[src/rtl/sertx_pkg.sv]
package sertx_pkg;

    typedef enum logic [1:0] {
        FK_SYNC,
        FK_ASYNC10,
        FK_PARITY,
        FK_MULTI
    } frame_kind_e;

    typedef enum logic {
        ST_IDLE,
        ST_SEND
    } tx_state_e;

    localparam logic [2:0] FMT_SYNC    = 3'b000;
    localparam logic [2:0] FMT_ASYNC10 = 3'b010;
    localparam logic [2:0] FMT_EVEN    = 3'b100;
    localparam logic [2:0] FMT_ODD     = 3'b101;
    localparam logic [2:0] FMT_MULTI   = 3'b110;

endpackage

[src/rtl/fmt_decode.sv]
module fmt_decode
    import sertx_pkg::*;
(
    input  logic [2:0]  code,
    output frame_kind_e kind,
    output logic        odd_par
);
    always_comb begin
        odd_par = 1'b0;
        case (code)
            FMT_SYNC:  kind = FK_SYNC;
            FMT_EVEN:  kind = FK_PARITY;
            FMT_ODD: begin
                kind    = FK_PARITY;
                odd_par = 1'b1;
            end
            FMT_MULTI: kind = FK_MULTI;
            default:   kind = FK_ASYNC10;
        endcase
    end
endmodule

[src/rtl/frame_builder.sv]
module frame_builder
    import sertx_pkg::*;
#(
    parameter int DATA_W = 8,
    parameter int NB_W   = 4
) (
    input  logic [DATA_W-1:0] data,
    input  logic              type_bit,
    input  frame_kind_e       kind,
    input  logic              odd_par,
    input  logic              send_ones,
    output logic [DATA_W+2:0] frame,
    output logic [NB_W-1:0]   nbits
);
    always_comb begin
        frame = '1;
        nbits = NB_W'(DATA_W + 2);
        unique case (kind)
            FK_SYNC: begin
                frame[DATA_W-1:0] = data;
                nbits             = NB_W'(DATA_W);
            end
            FK_ASYNC10: begin
                frame[0]        = 1'b0;
                frame[DATA_W:1] = data;
                nbits           = NB_W'(DATA_W + 2);
            end
            FK_PARITY: begin
                frame[0]          = 1'b0;
                frame[DATA_W:1]   = data;
                frame[DATA_W+1]   = (^data) ^ odd_par;
                nbits             = NB_W'(DATA_W + 3);
            end
            FK_MULTI: begin
                frame[0]          = 1'b0;
                frame[DATA_W:1]   = data;
                frame[DATA_W+1]   = type_bit;
                nbits             = NB_W'(DATA_W + 3);
            end
        endcase
        if (send_ones) begin
            frame = '1;
        end
    end
endmodule

[src/rtl/bit_timer.sv]
module bit_timer #(
    parameter int OS_ASYNC = 16,
    parameter int OS_SYNC  = 2
) (
    input  logic clk,
    input  logic rst_n,
    input  logic run,
    input  logic sync_mode,
    input  logic tick,
    output logic bit_end,
    output logic high_phase
);
    localparam int CW = (OS_ASYNC > 1) ? $clog2(OS_ASYNC) : 1;

    logic [CW-1:0] cnt_q;
    logic [CW-1:0] lim_m1;
    logic [CW-1:0] half;
    logic          at_last;

    always_comb begin
        lim_m1     = sync_mode ? CW'(OS_SYNC - 1) : CW'(OS_ASYNC - 1);
        half       = sync_mode ? CW'(OS_SYNC / 2) : CW'(OS_ASYNC / 2);
        at_last    = (cnt_q == lim_m1);
        bit_end    = run && tick && at_last;
        high_phase = (cnt_q >= half);
    end

    always_ff @(posedge clk or negedge rst_n) begin
        if (!rst_n) begin
            cnt_q <= '0;
        end else if (!run) begin
            cnt_q <= '0;
        end else if (tick) begin
            cnt_q <= at_last ? '0 : cnt_q + 1'b1;
        end
    end
endmodule

[src/rtl/sertx_frame.sv]
module sertx_frame
    import sertx_pkg::*;
#(
    parameter int DATA_W   = 8,
    parameter int OS_ASYNC = 16,
    parameter int OS_SYNC  = 2
) (
    input  logic              clk,
    input  logic              rst_n,
    input  logic [2:0]        fmt_sel,
    input  logic              bit_tick,
    input  logic              in_valid,
    input  logic [DATA_W-1:0] in_data,
    input  logic              in_type,
    output logic              in_ready,
    input  logic              idle_req,
    output logic              tx_line,
    output logic              sclk_out,
    output logic              empty,
    output logic              idle
);
    localparam int FRAME_W = DATA_W + 3;
    localparam int NB_W    = $clog2(FRAME_W + 1);

    tx_state_e           state_q, state_d;
    logic                hold_full;
    logic [DATA_W-1:0]   hold_data;
    logic                hold_type;
    logic                idle_pend;
    logic [FRAME_W-1:0]  sreg;
    logic [NB_W-1:0]     bits_left;
    logic                sync_q;

    frame_kind_e         kind;
    logic                odd_par;
    logic [FRAME_W-1:0]  frame_vec;
    logic [NB_W-1:0]     frame_len;
    logic                bit_end;
    logic                high_phase;
    logic                busy;
    logic                frame_start;
    logic                last_bit;
    logic                start_is_sync;
    logic                take_ones;

    fmt_decode u_dec (
        .code    (fmt_sel),
        .kind    (kind),
        .odd_par (odd_par)
    );

    frame_builder #(
        .DATA_W (DATA_W),
        .NB_W   (NB_W)
    ) u_build (
        .data      (hold_data),
        .type_bit  (hold_type),
        .kind      (kind),
        .odd_par   (odd_par),
        .send_ones (take_ones),
        .frame     (frame_vec),
        .nbits     (frame_len)
    );

    bit_timer #(
        .OS_ASYNC (OS_ASYNC),
        .OS_SYNC  (OS_SYNC)
    ) u_tmr (
        .clk        (clk),
        .rst_n      (rst_n),
        .run        (busy),
        .sync_mode  (sync_q),
        .tick       (bit_tick),
        .bit_end    (bit_end),
        .high_phase (high_phase)
    );

    // Control decode
    always_comb begin
        busy          = (state_q == ST_SEND);
        frame_start   = (state_q == ST_IDLE) && (hold_full || idle_pend);
        take_ones     = !hold_full;
        start_is_sync = (kind == FK_SYNC);
        last_bit      = bit_end && (bits_left == NB_W'(1));
    end

    // Next state: launch and finish
    always_comb begin
        state_d = state_q;
        unique case (state_q)
            ST_IDLE: if (frame_start) state_d = ST_SEND;
            ST_SEND: if (last_bit)    state_d = ST_IDLE;
        endcase
    end

    // State register
    always_ff @(posedge clk or negedge rst_n) begin
        if (!rst_n) begin
            state_q <= ST_IDLE;
        end else begin
            state_q <= state_d;
        end
    end

    // Holding slot and pending all-ones request
    always_ff @(posedge clk or negedge rst_n) begin
        if (!rst_n) begin
            hold_full <= 1'b0;
            hold_data <= '0;
            hold_type <= 1'b0;
            idle_pend <= 1'b0;
        end else begin
            if (frame_start && hold_full) begin
                hold_full <= 1'b0;
            end else if (in_valid && !hold_full) begin
                hold_full <= 1'b1;
                hold_data <= in_data;
                hold_type <= in_type;
            end
            idle_pend <= (idle_pend && !(frame_start && take_ones)) || idle_req;
        end
    end

    // Shifter
    always_ff @(posedge clk or negedge rst_n) begin
        if (!rst_n) begin
            sreg      <= '1;
            bits_left <= '0;
            sync_q    <= 1'b0;
        end else if (frame_start) begin
            sreg      <= frame_vec;
            bits_left <= frame_len;
            sync_q    <= start_is_sync;
        end else if (bit_end) begin
            sreg      <= {1'b1, sreg[FRAME_W-1:1]};
            bits_left <= bits_left - 1'b1;
        end
    end

    // Outputs
    always_comb begin
        in_ready = !hold_full;
        empty    = !hold_full;
        idle     = !busy && !hold_full && !idle_pend;
        tx_line  = busy ? sreg[0] : 1'b1;
        sclk_out = (busy && sync_q) ? high_phase : 1'b1;
    end
endmodule

[config.mk]
export PLATFORM = sky130hd
export DESIGN_NAME = sertx_frame
export DESIGN_NICKNAME = d
export VERILOG_FILES = /design/src/rtl/sertx_pkg.sv /design/src/rtl/fmt_decode.sv /design/src/rtl/frame_builder.sv /design/src/rtl/bit_timer.sv /design/src/rtl/sertx_frame.sv
export SDC_FILE = /design/constraint.sdc
export NUM_CORES = 1
export LEC_CHECK = 0
export BUFFER_PORTS_ARGS = -buffer_cell sky130_fd_sc_hd__buf_2
export CAP_MARGIN = 10
export CORE_MARGIN = 4
export CORE_UTILIZATION = 55
export DETAILED_ROUTE_END_ITERATION = 8
export GPL_TIMING_DRIVEN = 0
export HOLD_SLACK_MARGIN = 0.02
export PLACE_DENSITY = 0.76
export SLEW_MARGIN = 30
export SYNTH_ARGS = -nofsm -noshare
export SYNTH_HDL_FRONTEND = slang
export SYNTH_SLANG_ARGS = --single-unit
[constraint.sdc]
create_clock -name clk -period 2.2 [get_ports clk]
set_input_delay 0.55 -clock clk [delete_from_list [all_inputs] [get_ports clk]]
set_output_delay 0.55 -clock clk [all_outputs]
set_load 0.05 [all_outputs]
; ---- Word-level counts from Yosys, hierarchy flattened
; Cells that the tools add are included.
[word_totals]
out_inout_bits = 5
word_cells = 73
reg_bits = 32
in_bits = 17
[op_classes]
reduce_logical = 26
order_cmp = 1
eq_ne = 9
bitwise_logic = 3
muxes = 23
addsub = 2
[ops]
columns = operator, count
row1 = 4-bit 2-to-1 mux, 7
row2 = 11-bit 2-to-1 mux, 2
row3 = 8-bit case mux with 2 select lines, 1
row4 = 4-bit case mux with 3 select lines, 1
row5 = 1-bit logical AND, 11
row6 = 10-bit 2-to-1 mux, 1
row7 = 3-bit equality test (second input constant), 3
row8 = 1-bit 2-to-1 mux, 8
row9 = 8-bit parity, 1
row10 = 2-bit case mux with 3 select lines, 1
row11 = 4-bit by 1-bit adder with 4-bit output (second input constant), 1
row12 = 2-bit equality test (second input constant), 2
row13 = 4-bit by 1-bit equality test with 1-bit output (second input constant), 1
row14 = 4-bit equality test, 1
row15 = 4-bit greater-or-equal comparator, 1
row16 = 1-bit zero test, 4
row17 = 1-bit case mux with 2 select lines, 2
row18 = 2-bit nonzero test, 2
row19 = 2-bit OR reduction, 2
row20 = 4-bit by 1-bit subtractor with 4-bit output (second input constant), 1
row21 = 3-bit zero test, 1
row22 = 3-bit OR reduction, 1
row23 = 2-bit by 1-bit equality test with 1-bit output (second input constant), 1
row24 = 2-bit zero test, 1
row25 = other kinds (5), 7

; ---- Logic depth before layout (Yosys ltp)
; Gate-level depths: netlist of run 1.
[logic_depth]
word_depth = 8
mapped_depth = 6
mapped_depth_nobuf = 5

; ---- Modules after synthesis
; A second synthesis of run 1 with hierarchy kept.
[unflattened]
cells_unflattened = 178
hier_area_um2 = 1953.1
[by_module_without_submodules]
columns = module, seq_area_each_um2, n_inst, area_per_inst_um2, cells_per_inst
row1 = sertx_frame, 714.4, 1, 1362.6, 108
row2 = bit_timer, 100.1, 1, 304.0, 31
row3 = frame_builder, 0.0, 1, 257.7, 35
row4 = fmt_decode, 0.0, 1, 28.8, 4

; ---- Least setup slack after synthesis of run 1
; Ideal clock, no wire load.
[synth_path]
path_type = register -> output
start = register state_q (netlist: busy)
end = output idle
slack_ps = -42
arrival_ps = 1692
stages_incl_launch_ff = 3
n_path_buf = 1
required_ps = 1650
path_cell_list = dfrtp_1 > clkbuf_1 > nor3_1
[synth_between]
elab_chain_len = 3
[synth_lines]
columns = element, line
row1 = from (decl), sertx_frame.sv:25  ; tx_state_e state_q, state_d;
row2 = from (signal assigned), sertx_frame.sv:101  ; state_q <= state_d;
row3 = 1-bit zero test, n/a
row4 = 1-bit logical AND (2 in a row), sertx_frame.sv:144  ; idle = !busy && !hold_full && !idle_pend;
row5 = to (decl), sertx_frame.sv:20  ; output logic idle
; No other way between the ends.

; ---- Worst setup path in the final report of run 1
[layout_path]
start = register u_tmr.cnt_q[0]
end = output sclk_out
[layout_between]
elab_chain_len = 2
[layout_lines]
columns = element, line
row1 = from (decl), bit_timer.sv:15  ; logic [CW-1:0] cnt_q;
row2 = from (signal assigned), bit_timer.sv:34  ; cnt_q <= at_last ? '0 : cnt_q + 1'b1;
row3 = 4-bit greater-or-equal comparator, bit_timer.sv:25  ; high_phase = (cnt_q >= half);
row4 = 1-bit 2-to-1 mux, sertx_frame.sv:146  ; sclk_out = (busy && sync_q) ? high_phase : 1'b1;
row5 = to (decl), sertx_frame.sv:18  ; output logic sclk_out,
; No other way between the ends.

==> flow_metrics.env, run 1 <==
export IMPL_holdWs_ns=0.2407
export IMPL_firstDrtPassIters=4
export IMPL_clk_latency_ns=0.34
export IMPL_path_clk_slew_ns=0.10
export IMPL_place_congestion=0.7595
export IMPL_syn_cell_area_mm2=0.001762
export IMPL_p_seq_frac=0.442
export IMPL_hold_path_class="input pin to async pin"
export IMPL_cap_violations=0
export IMPL_avgSynthCellArea_um2=10.68
export IMPL_cts_sinks=31
export IMPL_combPwrFrac=0.422
export IMPL_pre_cts_ws_ns=0.1881
export IMPL_drtIter0Drc=86
export IMPL_drive_gt1_frac=0.3827
export IMPL_synth_edff_count=0
export IMPL_netlist_instances=165
export IMPL_synth_cell_type_count=43
export IMPL_synth_warnings=0
export IMPL_outcome="complete, no violations"
export IMPL_crit_chain="inv_2 > ha_1 > inv_1 > o41ai_2 > nand4b_1 > buf_6"
export IMPL_drc=0
export IMPL_critical_path_slowest_cell="dfrtp_2"
export IMPL_required_ns=1.65
export IMPL_async_reset_ff_frac=1.000
export IMPL_n_antenna_cell=0
export IMPL_grt_pass1_vias=1355
export IMPL_drt_total_wl_um=3443
export IMPL_finalSetupViolations=0
export IMPL_core_area_mm2=0.003053
export IMPL_floorplan_die_area_mm2=0.004173
export IMPL_cts_tree="built"
export IMPL_die_h_um=64.60
export IMPL_portBuffers=20
export IMPL_ys_ff_latch=31
export IMPL_finalMaxSlewViolations=0
export IMPL_fin_crit_sh=0.9891
export IMPL_skew_ns=0.008173
export IMPL_dp_hpwl_um=2495
export IMPL_synth_seq_area_share=0.4474
export IMPL_critPathBufInv=3
export IMPL_synthFlopType="dfrtp_1"
export IMPL_startpoint_type="flip-flop"
export IMPL_ant_nets=0
export IMPL_rows=20
export IMPL_timing_rr_start="sync_q"
export IMPL_worstSetupPathType="flip-flop to output port"
export IMPL_antenna_found_initial=0
export IMPL_area_delta_synth_final_pct=14.20
export IMPL_power_leakage_uw=0.0009488
export IMPL_highest_layer="met4"
export IMPL_report_final_hold_viol_count=0
export IMPL_die_width_um=64.60
export IMPL_clkPwrFrac=0.136
export IMPL_wl_met3_um=127
export IMPL_crit_fanout=2
export IMPL_syn_num_nets=187
export IMPL_crit_family="flip-flops"
export IMPL_via_count=1313
export IMPL_worst_slew_pin_slew_ns=0.6895
export IMPL_power_density_mw_per_mm2=1163
export IMPL_p_sw_frac=0.3610
export IMPL_arrival_ns=1.63
export IMPL_overflow=0
export IMPL_p_sw_uw=844.6
export IMPL_cpPeakStageDelay_ns=0.44
export IMPL_reg2reg_slack_ns=0.20
export IMPL_nets=217
export IMPL_cts_buffers=5
export IMPL_slew_headroom=0.5403
export IMPL_r2r_cells=7
export IMPL_grt_max_degree=32
export IMPL_wl_met2_um=1777
export IMPL_timing_rr_end="sreg[7]"
export IMPL_p_int_uw=1495
export IMPL_vias_per_cell=5.471
export IMPL_htreeDepth=2
export IMPL_routedWlPerCell_um=14.35
export IMPL_cts_path_max_buffers=2
export IMPL_cp_end_kind="output port"
export IMPL_wl_met1_um=1502
export IMPL_irDropWorstVdd_mv=0.6761
export IMPL_pin_count=22
export IMPL_rsz0062_at_grt="yes"
export IMPL_fin_ws_ns=0.02408
export IMPL_final_cell_mix="22 x buf_2, 20 x mux2_2, 20 x dfrtp_1"
export IMPL_grt_pass1_wl_um=6085
export IMPL_clock_root_buffer="clkbuf_4"
export IMPL_start_util=0.5770
export IMPL_fmax_mhz=459.6
export IMPL_grtUsageTotal=0.1895
export IMPL_fin_crit_ns=2.176
export IMPL_final_common_cell="buf_2"
flip-flops by register name (all words and copies together) (netlist names):
name,count
bits_left,4
sreg,10
idle_pend,1
hold_data,8
hold_full,1
sync_q,1
hold_type,1
u_tmr.cnt_q,4
busy,1
worst max-delay path by stage:
stage,start,to,slack [ns],cells past startpoint
after floorplan,u_tmr.cnt_q[0],sclk_out,0.07,4
after global placement,u_tmr.cnt_q[0],sclk_out,0.22,5
after detailed placement,u_tmr.cnt_q[0],sclk_out,0.19,5
after CTS,u_tmr.cnt_q[0],sclk_out,0.002,6
after global routing,u_tmr.cnt_q[0],sclk_out,-0.06,6
final,u_tmr.cnt_q[0],sclk_out,0.02,6
layer usage:
metal,global-route usage,vias up
li1,-,637
met1,0.2175,650
met2,0.3260,22
met3,0.06239,4
met4,0.07388,0
met5,0,-
synthesized netlist by cell type, types with 2 or more instances:
library cell	instances	area, µm²
a21oi_1	17	85.08
and2_1	4	25.02
and3b_1	2	17.52
buf_2	4	20.02
buf_4	2	15.01
dfrtp_1	21	525.5
dfstp_2	10	262.8
ha_1	5	62.56
inv_1	10	37.54
mux2_2	20	225.2
mux2i_1	2	20.02
nand2_1	11	41.29
nand2b_1	3	18.77
nand3_1	2	10.01
nand4b_1	2	17.52
nor2_1	9	33.78
nor2b_1	2	12.51
nor3_1	2	10.01
nor3b_1	3	22.52
o21ai_0	3	15.01
o21ba_2	2	20.02
o22ai_1	3	18.77
or3_1	2	12.51
xnor2_1	5	43.79
repair_timing:
action / in CTS / in global routing
hold buffers: 0 / 0
pin swaps: 2 / 1
setup endpoints to repair: 1 / 2
setup buffers: 2 / 1
gates resized for setup: 5 / 1
cell families (layout without fill, tap and decap cells):
| kind of cell | Yosys count | after routing | synth area share |
|---|---|---|---|
| compound gates | 33 | 33 | 0.1165 |
| xor+xnor | 8 | 8 | 0.05185 |
| fa+ha+maj | 5 | 5 | 0.03551 |
| buf+inv | 19 | 50 | 0.05184 |
| flops | 31 | 31 | 0.4474 |
| mux | 23 | 23 | 0.1456 |
| simple gates | 46 | 46 | 0.1513 |
worst register-to-register path: cells and delay by family (launching register included):
kind	cells	cell delay, ns
flops	1	0.40
mux	1	0.37
simple gates	2	0.39
compound gates	1	0.10
buf+inv	2	0.34
fa+ha+maj	1	0.33
metrics by stage:
stage               cells  setup TNS (ns)  cell area (µm²)  utilization  power, µW
global placement      229               0             1922       0.6295       1922
floorplan             165               0             1767            -       1774
detailed placement    229               0             1922       0.6295       1990
CTS                   239               0             2002       0.6557       2346
finish                240               0             2012       0.6590       2340
global route          240        -0.06022             2012       0.6590       2541
cell type report:
class	count	area, µm²
buffer	9	53.80
fill	249	1041
inverter	10	37.54
multi-input combinational	115	894.6
timing repair buffer	23	131.4
clock buffer	7	45.04
tap	44	55.05
sequential	31	789.5
clock inverter	1	5.005
power groups by stage:
stage | clock [µW] | sequential, µW | combinational (µW)
after global placement | 0 | 1020 | 900
after floorplan | 0 | 980 | 794
after CTS | 331 | 1030 | 989
final | 317 | 1030 | 988
after detailed placement | 0 | 1040 | 948
after global routing | 367 | 1060 | 1110
Power figures use the tool's default switching activity.
==> run 2: changes to the inputs <==
Settings changed: CTS_CLUSTER_DIAMETER from default to 40, PLACE_DENSITY 0.76 to default, PLACE_DENSITY_LB_ADDON from default to 0.12.
Clock period 2.2 ns to 2.4 ns, I/O delays scaled along.
==> flow_metrics.env, run 2 (synthesis results as in run 1) <==
export IMPL_fin_crit_sh=0.9716
export IMPL_cts_tree="built"
export IMPL_rows=20
export IMPL_reg_top3="sreg (10), hold_data (8)"
export IMPL_n_antenna_cell=0
export IMPL_grt_pass1_wl_um=6106
export IMPL_cts_path_max_buffers=2
export IMPL_dp_hpwl_um=2441
export IMPL_drive_gt1_frac=0.3673
export IMPL_drtIter0Drc=54
export IMPL_startpoint_type="flip-flop"
export IMPL_irDropWorstVdd_mv=0.7277
export IMPL_final_common_cell="buf_2"
export IMPL_pin_count=22
export IMPL_arrival_ns=1.73
export IMPL_outcome="complete, no violations"
export IMPL_finalMaxSlewViolations=0
export IMPL_floorplan_die_area_mm2=0.004173
export IMPL_cp_end_kind="output port"
export IMPL_grt_max_degree=32
export IMPL_skew_ns=0.004563
export IMPL_worstSetupPathType="flip-flop to output port"
export IMPL_hold_buffers=0
export IMPL_clock_root_buffer="clkbuf_4"
export IMPL_nets=217
export IMPL_routedWlPerCell_um=14.45
export IMPL_fin_total_pwr_uw=2133
export IMPL_fin_cells=240
export IMPL_ant_nets=0
export IMPL_via_count=1335
export IMPL_drt_total_wl_um=3467
export IMPL_final_core_util=0.6541
export IMPL_core_area_mm2=0.003053
export IMPL_start_util=0.5770
export IMPL_grtUsageTotal=0.1923
export IMPL_crit_fanout=2
export IMPL_finalSetupTns_ns=0
export IMPL_cts_buffers=5
export IMPL_fmax_mhz=428.9
export IMPL_slew_headroom=0.5468
export IMPL_path_clk_slew_ns=0.10
export IMPL_vias_per_cell=5.563
export IMPL_fillCellCount=256
export IMPL_die_h_um=64.60
export IMPL_required_ns=1.80
export IMPL_top_register="sreg"
export IMPL_area_delta_synth_final_pct=13.35
export IMPL_cts_sinks=31
export IMPL_final_cell_mix="23 x buf_2, 20 x mux2_2, 20 x dfrtp_1"
export IMPL_power_density_mw_per_mm2=1068
export IMPL_power_leakage_uw=0.0009462
export IMPL_htreeDepth=2
export IMPL_multi_input_area_um2=882.1
export IMPL_finalSetupViolations=0
export IMPL_firstDrtPassIters=4
export IMPL_cap_violations=0
export IMPL_drc=0
export IMPL_report_final_hold_viol_count=0
export IMPL_hold_path_class="input pin to async pin"
export IMPL_holdWs_ns=0.3041
export IMPL_fin_crit_ns=2.332
export IMPL_antenna_found_initial=0
export IMPL_worst_slew_pin_slew_ns=0.6798
export IMPL_place_congestion=0.8070
export IMPL_overflow=0
export IMPL_seq_area_um2=789.5
export IMPL_dpl_cell_count=229
export IMPL_largest_reg_flops=10
export IMPL_grt_pass1_vias=1370
export IMPL_die_width_um=64.60
export IMPL_portBuffers=20
export IMPL_clk_latency_ns=0.33
[run 2: changes by cell type in the layout (fill, tap and decap cells not counted)]
cell	previous run	this run
buf_2	22	23
clkbuf_4	6	5
inv_1	9	10
inv_2	1	0
nor3_1	1	2
nor3_2	2	1
o41ai_1	0	1
o41ai_2	1	0
[run 2: path summary, 6_finish.rpt]
| check | cells after the start | slack (ns) | to | start |
|---|---|---|---|---|
| setup / recovery | 4 | 0.07 | sclk_out | sync_q |
| hold / removal | 1 | 0.30 | u_tmr.cnt_q[2] | rst_n |
| setup reg to reg | 7 | 0.42 | sreg[1] | sync_q |
| hold reg to reg | 1 | 0.51 | hold_type | hold_type |
| max in group asynchronous | 1 | 1.63 | u_tmr.cnt_q[0] | rst_n |
| min in group clk | 2 | 0.46 | idle_pend | idle_req |
[run 2: layer usage]
metal / GRT usage / vias to the layer above / wire, µm
met4: 0.1055 / 0 / 108
met3: 0.04853 / 14 / 133
met5: 0 / - / 0
li1: - / 637 / -
met2: 0.3389 / 39 / 1850
met1: 0.2101 / 645 / 1374
[run 2: what timing repair did]
| item | CTS | global route |
|---|---|---|
| cloned | 0 | 0 |
| pin swaps | 0 | 1 |
| setup buffers | 1 | 2 |
| setup endpoints to repair | 1 | 1 |
| resized for setup | 2 | 1 |
[run 2: power by group]
group	internal, µW	total [µW]	switching, µW
sequential	742	942	201
clock	114	287	173
combinational	510	904	394
total	1370	2130	767
[run 2: cell type report]
| class | count | area share |
|---|---|---|
| Timing Repair Buffer | 23 | 0.06454 |
| Sequential cell | 31 | 0.3954 |
| Tap cell | 44 | 0.02757 |
| Buffer | 9 | 0.02694 |
| Clock inverter | 1 | 0.002506 |
| Inverter | 10 | 0.01880 |
| Multi-Input combinational cell | 115 | 0.4417 |
| Clock buffer | 7 | 0.02256 |
[run 2: stage by stage]
stage / worst slack [ns] / cell area (µm²)
6_report: 0.06826 / 1997
5_1_grt: -0.01870 / 1997
3_3_place_gp: 0.3661 / 1917
3_5_place_dp: 0.3417 / 1917
4_1_cts: 0.01031 / 1978
2_1_floorplan: 0.1083 / 1762
[run 2: critical path: stages (launching register included)]
cell,delay [ns]
dfrtp_1,0.41
ha_1,0.29
o41ai_1,0.35
nand4b_1,0.16
buf_6,0.19
